`src/rtl/rtc_irq_pkg.sv`:
```
// Package: shared widths, flag positions and the alarm wildcard code.
// Assumes time bytes are eight bits wide; the wildcard sits in the top two.
package rtc_irq_pkg;
    localparam int BYTE_W      = 8;
    localparam int NUM_FIELDS  = 3;
    localparam int NUM_FLAGS   = 3;
    localparam int FLG_UPD     = 0;
    localparam int FLG_ALM     = 1;
    localparam int FLG_PER     = 2;
    localparam logic [1:0] WILDCARD = 2'b11;
endpackage

```
`src/rtl/rtc_alarm_cmp.sv`:
```
// Module: compares each time field with its alarm byte and reports a match
// when every field either agrees or carries the wildcard code in its top bits.
// Assumes fields are packed lowest-index first.
module rtc_alarm_cmp
    import rtc_irq_pkg::*;
#(
    parameter int W = BYTE_W,
    parameter int N = NUM_FIELDS
) (
    input  logic [N*W-1:0] cur_fields,
    input  logic [N*W-1:0] alm_fields,
    output logic           all_match
);
    logic [N-1:0] field_ok;

    for (genvar g = 0; g < N; g++) begin : g_field
        logic [W-1:0] c_b, a_b;
        assign c_b = cur_fields[g*W +: W];
        assign a_b = alm_fields[g*W +: W];
        // Per-field match: wildcard or exact equality.
        always_comb begin
            field_ok[g] = (a_b[W-1 -: 2] == WILDCARD) || (a_b == c_b);
        end
    end

    assign all_match = &field_ok;
endmodule

```
`src/rtl/rtc_flag_bank.sv`:
```
// Module: holds the interrupt flags. Events set them, and a read strobe
// clears them after the access. An event in the read cycle survives.
// Assumes events are one-cycle strobes.
module rtc_flag_bank
    import rtc_irq_pkg::*;
#(
    parameter int N = NUM_FLAGS
) (
    input  logic         clk,
    input  logic         rst_n,
    input  logic [N-1:0] evt,
    input  logic         rd_clr,
    output logic [N-1:0] flags
);
    logic [N-1:0] flag_q;

    // Flag update: clear on read, then OR in fresh events.
    always_ff @(posedge clk) begin
        if (!rst_n) flag_q <= '0;
        else        flag_q <= (rd_clr ? '0 : flag_q) | evt;
    end

    assign flags = flag_q;

    for (genvar i = 0; i < N; i++) begin : g_chk
        // a read without a coinciding event leaves the flag clear.
        a_r8_read_clears: assert property (@(posedge clk) disable iff (!rst_n)
            (rd_clr && !evt[i]) |=> !flag_q[i]);
        // an event always shows as set in the following cycle.
        a_r9_event_kept: assert property (@(posedge clk) disable iff (!rst_n)
            evt[i] |=> flag_q[i]);
    end
endmodule

```
`src/rtl/rtc_sqw_gate.sv`:
```
// Module: registers the square-wave pin. It passes the rate waveform when
// enabled and the high-frequency select is off, and holds the pin low otherwise.
module rtc_sqw_gate (
    input  logic clk,
    input  logic rst_n,
    input  logic sqw_en,
    input  logic fast_sel,
    input  logic rate_wave,
    output logic sqw_out
);
    logic sqw_q;

    // Pin register: gated copy of the rate waveform.
    always_ff @(posedge clk) begin
        if (!rst_n) sqw_q <= 1'b0;
        else        sqw_q <= sqw_en && !fast_sel && rate_wave;
    end

    assign sqw_out = sqw_q;

    // a disabled output is low in the following cycle.
    a_r10_sqw_low: assert property (@(posedge clk) disable iff (!rst_n)
        (!sqw_en || fast_sel) |=> !sqw_out);
endmodule

```
`src/rtl/rtc_irq_ctrl.sv`:
```
// Module: top of the alarm and interrupt controller. It builds the three
// flag events, holds the update interrupt and square-wave enables, and
// drives the active-low interrupt. Assumes upd_done and per_tick are
// one-cycle strobes from the time-keeping chain.
module rtc_irq_ctrl
    import rtc_irq_pkg::*;
#(
    parameter int W = BYTE_W
) (
    input  logic         clk,
    input  logic         rst_n,
    input  logic [W-1:0] cur_sec,
    input  logic [W-1:0] cur_min,
    input  logic [W-1:0] cur_hour,
    input  logic [W-1:0] alm_sec,
    input  logic [W-1:0] alm_min,
    input  logic [W-1:0] alm_hour,
    input  logic         upd_done,
    input  logic         per_tick,
    input  logic         rate_wave,
    input  logic         freeze,
    input  logic         per_en,
    input  logic         alm_en,
    input  logic         fast_sel,
    input  logic         ctl_we,
    input  logic         ctl_upd_en_wr,
    input  logic         ctl_sqw_en_wr,
    input  logic         flag_rd,
    output logic [3:0]   flag_view,
    output logic [1:0]   ctl_view,
    output logic         irq_n,
    output logic         sqw_out
);
    logic                 match_all;
    logic [NUM_FLAGS-1:0] evt, flags, en_vec;
    logic                 upd_en_q, sqw_en_q, freeze_q;
    logic                 irq_any;

    rtc_alarm_cmp #(.W(W), .N(NUM_FIELDS)) u_cmp (
        .cur_fields ({cur_hour, cur_min, cur_sec}),
        .alm_fields ({alm_hour, alm_min, alm_sec}),
        .all_match  (match_all)
    );

    // Event vector: the alarm is sampled only on a finished update.
    always_comb begin
        evt          = '0;
        evt[FLG_UPD] = upd_done;
        evt[FLG_ALM] = upd_done && match_all;
        evt[FLG_PER] = per_tick;
    end

    rtc_flag_bank #(.N(NUM_FLAGS)) u_flags (
        .clk    (clk),
        .rst_n  (rst_n),
        .evt    (evt),
        .rd_clr (flag_rd),
        .flags  (flags)
    );

    // Control bits: written by software, and the update enable is dropped when freeze rises.
    always_ff @(posedge clk) begin
        if (!rst_n) begin
            upd_en_q <= 1'b0;
            sqw_en_q <= 1'b1;
            freeze_q <= 1'b0;
        end else begin
            freeze_q <= freeze;
            if (ctl_we) begin
                upd_en_q <= ctl_upd_en_wr;
                sqw_en_q <= ctl_sqw_en_wr;
            end
            if (freeze && !freeze_q) upd_en_q <= 1'b0;
        end
    end

    // Enable mask lined up with the flag positions.
    always_comb begin
        en_vec          = '0;
        en_vec[FLG_UPD] = upd_en_q;
        en_vec[FLG_ALM] = alm_en;
        en_vec[FLG_PER] = per_en;
    end

    assign irq_any   = |(flags & en_vec);
    assign irq_n     = !irq_any;
    assign flag_view = {irq_any, flags};
    assign ctl_view  = {sqw_en_q, upd_en_q};

    rtc_sqw_gate u_sqw (
        .clk       (clk),
        .rst_n     (rst_n),
        .sqw_en    (sqw_en_q),
        .fast_sel  (fast_sel),
        .rate_wave (rate_wave),
        .sqw_out   (sqw_out)
    );

    // a rising freeze leaves the update enable at 0 in the next cycle.
    a_r6_freeze_drops_en: assert property (@(posedge clk) disable iff (!rst_n)
        $rose(freeze) |=> !ctl_view[0]);
    // a full match on an update strobe sets the alarm flag.
    a_r1_alarm_sets: assert property (@(posedge clk) disable iff (!rst_n)
        (upd_done && match_all) |=> flag_view[FLG_ALM]);
    // without an update strobe, a clear alarm flag stays clear unless no read... only for no event.
    a_r1_no_strobe_no_alarm: assert property (@(posedge clk) disable iff (!rst_n)
        (!upd_done && !flag_view[FLG_ALM]) |=> !flag_view[FLG_ALM]);
    // a masked alarm never pulls the interrupt low by itself.
    a_r3_alarm_masked: assert property (@(posedge clk) disable iff (!rst_n)
        (!alm_en && !per_en && !ctl_view[0]) |-> irq_n);
endmodule

```
`config.mk`:
```
export PLATFORM = sky130hd
export DESIGN_NAME = rtc_irq_ctrl
export DESIGN_NICKNAME = d
export VERILOG_FILES = /design/src/rtl/rtc_irq_pkg.sv /design/src/rtl/rtc_alarm_cmp.sv /design/src/rtl/rtc_flag_bank.sv /design/src/rtl/rtc_sqw_gate.sv /design/src/rtl/rtc_irq_ctrl.sv
export SDC_FILE = /design/constraint.sdc
export NUM_CORES = 1
export LEC_CHECK = 0
export ABC_AREA = 1
export CORE_ASPECT_RATIO = 0.7
export CORE_UTILIZATION = 29
export DETAILED_ROUTE_END_ITERATION = 10
export GPL_ROUTABILITY_DRIVEN = 1
export PLACE_DENSITY_LB_ADDON = 0.12
export SLEW_MARGIN = 40
export SYNTH_ARGS = -nofsm -noshare
export SYNTH_HDL_FRONTEND = slang
export SYNTH_SLANG_ARGS = --single-unit
```
`constraint.sdc`:
```
create_clock -name clk -period 0.9 [get_ports clk]
set_input_delay 0.18 -clock clk [delete_from_list [all_inputs] [get_ports clk]]
set_output_delay 0.18 -clock clk [all_outputs]
set_load 0.02 [all_outputs]
```
==> flow_summary.ini <==
[clocking]
clk_pin_slew_ns = 0.05
cts_buffers = 3
clock_path_buffers = 2
clkSinkCount = 7
cts_tree = built
cts_root_buf = clkbuf_4
insertion_delay_ns = 0.25
htree_levels = 1

[timing]
fmax_ghz = 0.9167
whs_ns = 0.2890
min_period_ns = 1.091
maxSlewViolCount = 0
rsz0062_at_grt = true
finalCritPeriodShare = 1.212
worstMarginPinSlew_ns = 0.1992
setup_tns_ns = -0.7488
finalSetupViolCount = 6
fin_ws_ns = -0.1909
slew_headroom = 0.8658
finalHoldViolCount = 0
fin_worst_skew_ns = 0.00004260

[cells_and_area]
diodes = 0
multiInputGateArea_um2 = 491.7
regArea_um2 = 146.4
area_delta_synth_final_pct = 88.06
drive_gt1_frac = 0.4175
fillers = 248
final_util = 0.5934
fin_nets = 268
stdcell_count = 238
fin_area_um2 = 1320

[setup_path]
crit_end = irq_n
critPathMaxFanout = 2
cpPeakStageDelay_ns = 0.34
end_kind = output pin
r2r-start = u_flags.flags[2]
path_cells = nand2_2, nand3_4, inv_2, buf_6
r2r-end = u_flags.flags[2]
worstRegToRegCells = 4
slowest_stage = dfxtp_2
cp_data_arrival_time_ns = 0.91
worstSetupPathType = reg -> out
worstPathRequired_ns = 0.72
worstSetupStartpoint = upd_en_q
cp-start-kind = register
r2r_slack_ns = 0.06

[global_routing]
first_global_vias = 1010
grt_pass1_wl_um = 3498
grt-ovfl-total = 0
grt.total_usage = 0.1757
grt_max_degree = 5
antenna_found_initial = 0

[hold_path]
holdPathStages = 2
min_path_type = in -> reg

[route]
via_per_inst = 4.029
firstDrtPassIters = 4
antenna_left = 0
vias = 959
post_drt_wl_per_cell_um = 9.172
drcViolationCount = 0
drt-total-wl_um = 2183
drt_first_iter_violations = 25

[run_status]
status = finished with violations
violations = negative setup slack

[placement]
gp_congestion = 0.7457
post-place-ws_ns = -0.6942
place_area_um2 = 1456
numPortBuffers = 68
dp_cells = 233
hpwl_um = 1862

[power_and_ir_drop]
p_per_area_nw_per_um2 = 837.2
total_power_mw = 1.105
leakagePower_nw = 0.7984
ir_drop_mv = 0.2948

[die]
boundaryPins = 69
die_h_um = 43.16
initial_core_util = 0.3155
die_area_um2 = 2624
core_area_um2 = 2225
rows = 14
die_x_um = 60.80

[synth]
syn_nets = 190
yosysSeqAreaShare = 0.1996
synth_top_cells_by_count = 57 x nand2_1, 27 x inv_1, 14 x xnor2_1, 11 x nor2_1, 7 x dfxtp_1
synth.area.top_cells = nand2_1 30%, dfxtp_1 20%, xnor2_1 17%
ys.flop_type = dfxtp_1
ys_ff_latch = 7
synthArstFlopShare = 0
yosysUniqueCellTypes = 14
yosys.area.top_type_share = 0.3048
syn_area_um2 = 701.9
synth_area_leader_cell = nand2_1
synth_edf_count = 0
syn_avg_cell_area_um2 = 5.441
yosysWarnings = 0
netlist_instances = 129
synth_most_common_cell = nand2_1

[job]
drv_cap = 0
layer usage:
layer	vias to the layer above	track usage	wire length (um)
li1	521	-	-
met1	401	0.1403	783
met2	37	0.3978	1249
met3	0	0.04878	150
met4	0	0.02727	0
met5	-	0	0
cell type report:
type                    instances  area share
well taps                      32     0.03033
repair buffers                 76      0.3896
inverters                      27     0.07678
clock buffers                   4     0.01991
multi-input cells              92      0.3725
flip-flops and latches          7      0.1109
registers in the layout (all words and copies together) (netlist names):
register       cells
u_flags.flags      3
upd_en_q           1
freeze_q           1
u_sqw.sqw_out      1
sqw_en_q           1
cells by family (layout without fill, tap and decap cells):
logic type,after synthesis,after routing,share of synthesized area
AND/OR/NAND/NOR,72,72,0.3957
XOR/XNOR,14,14,0.1747
AO/OA/AOI/OAI,5,5,0.03921
buffers and inverters,30,107,0.1765
flip-flops,7,7,0.1996
multiplexers,1,1,0.01426
worst min-delay path by stage:
| stage | start | endpoint |
|---|---|---|
| 4_1_cts | alm_sec[6] | u_flags.flags[1] |
| 3_3_place_gp | freeze_q | upd_en_q |
| 6_report | ctl_we | sqw_en_q |
| 3_5_place_dp | freeze_q | upd_en_q |
| 2_1_floorplan | fast_sel | u_sqw.sqw_out |
| 5_1_grt | ctl_we | sqw_en_q |
critical path, delay by kind of cell, from the launching register on:
family	cells	cell delay, ns
buf+inv	2	0.16
flops	1	0.34
simple gates	2	0.17
power breakdown:
| part | total (mW) | switching [mW] | internal, mW |
|---|---|---|---|
| combinational | 0.479 | 0.203 | 0.276 |
| sequential | 0.337 | 0.00936 | 0.328 |
| clock | 0.289 | 0.120 | 0.169 |
| total | 1.11 | 0.332 | 0.773 |
layout by cell type (no fill, tap or decap), types with 2 or more instances in the layout:
cell and n:
nand2_1 54, clkbuf_2 39, inv_1 24, nor2_1 11, xnor2_1 10, buf_2 9
clkdlybuf4s50_1 9, buf_6 9, buf_4 7, dfxtp_2 5, nand2_2 4, xnor2_2 4
inv_2 3, clkbuf_4 3, a21oi_1 2, dfxtp_1 2, dlygate4sd2_1 2
repair_timing:
item                       CTS  global route
hold buffers                 0             0
setup endpoints to repair    9            10
gates resized for setup    164            54
pin swaps                   50            43
buffers inserted             0             1
No activity file was read; power rests on OpenSTA's default activity.
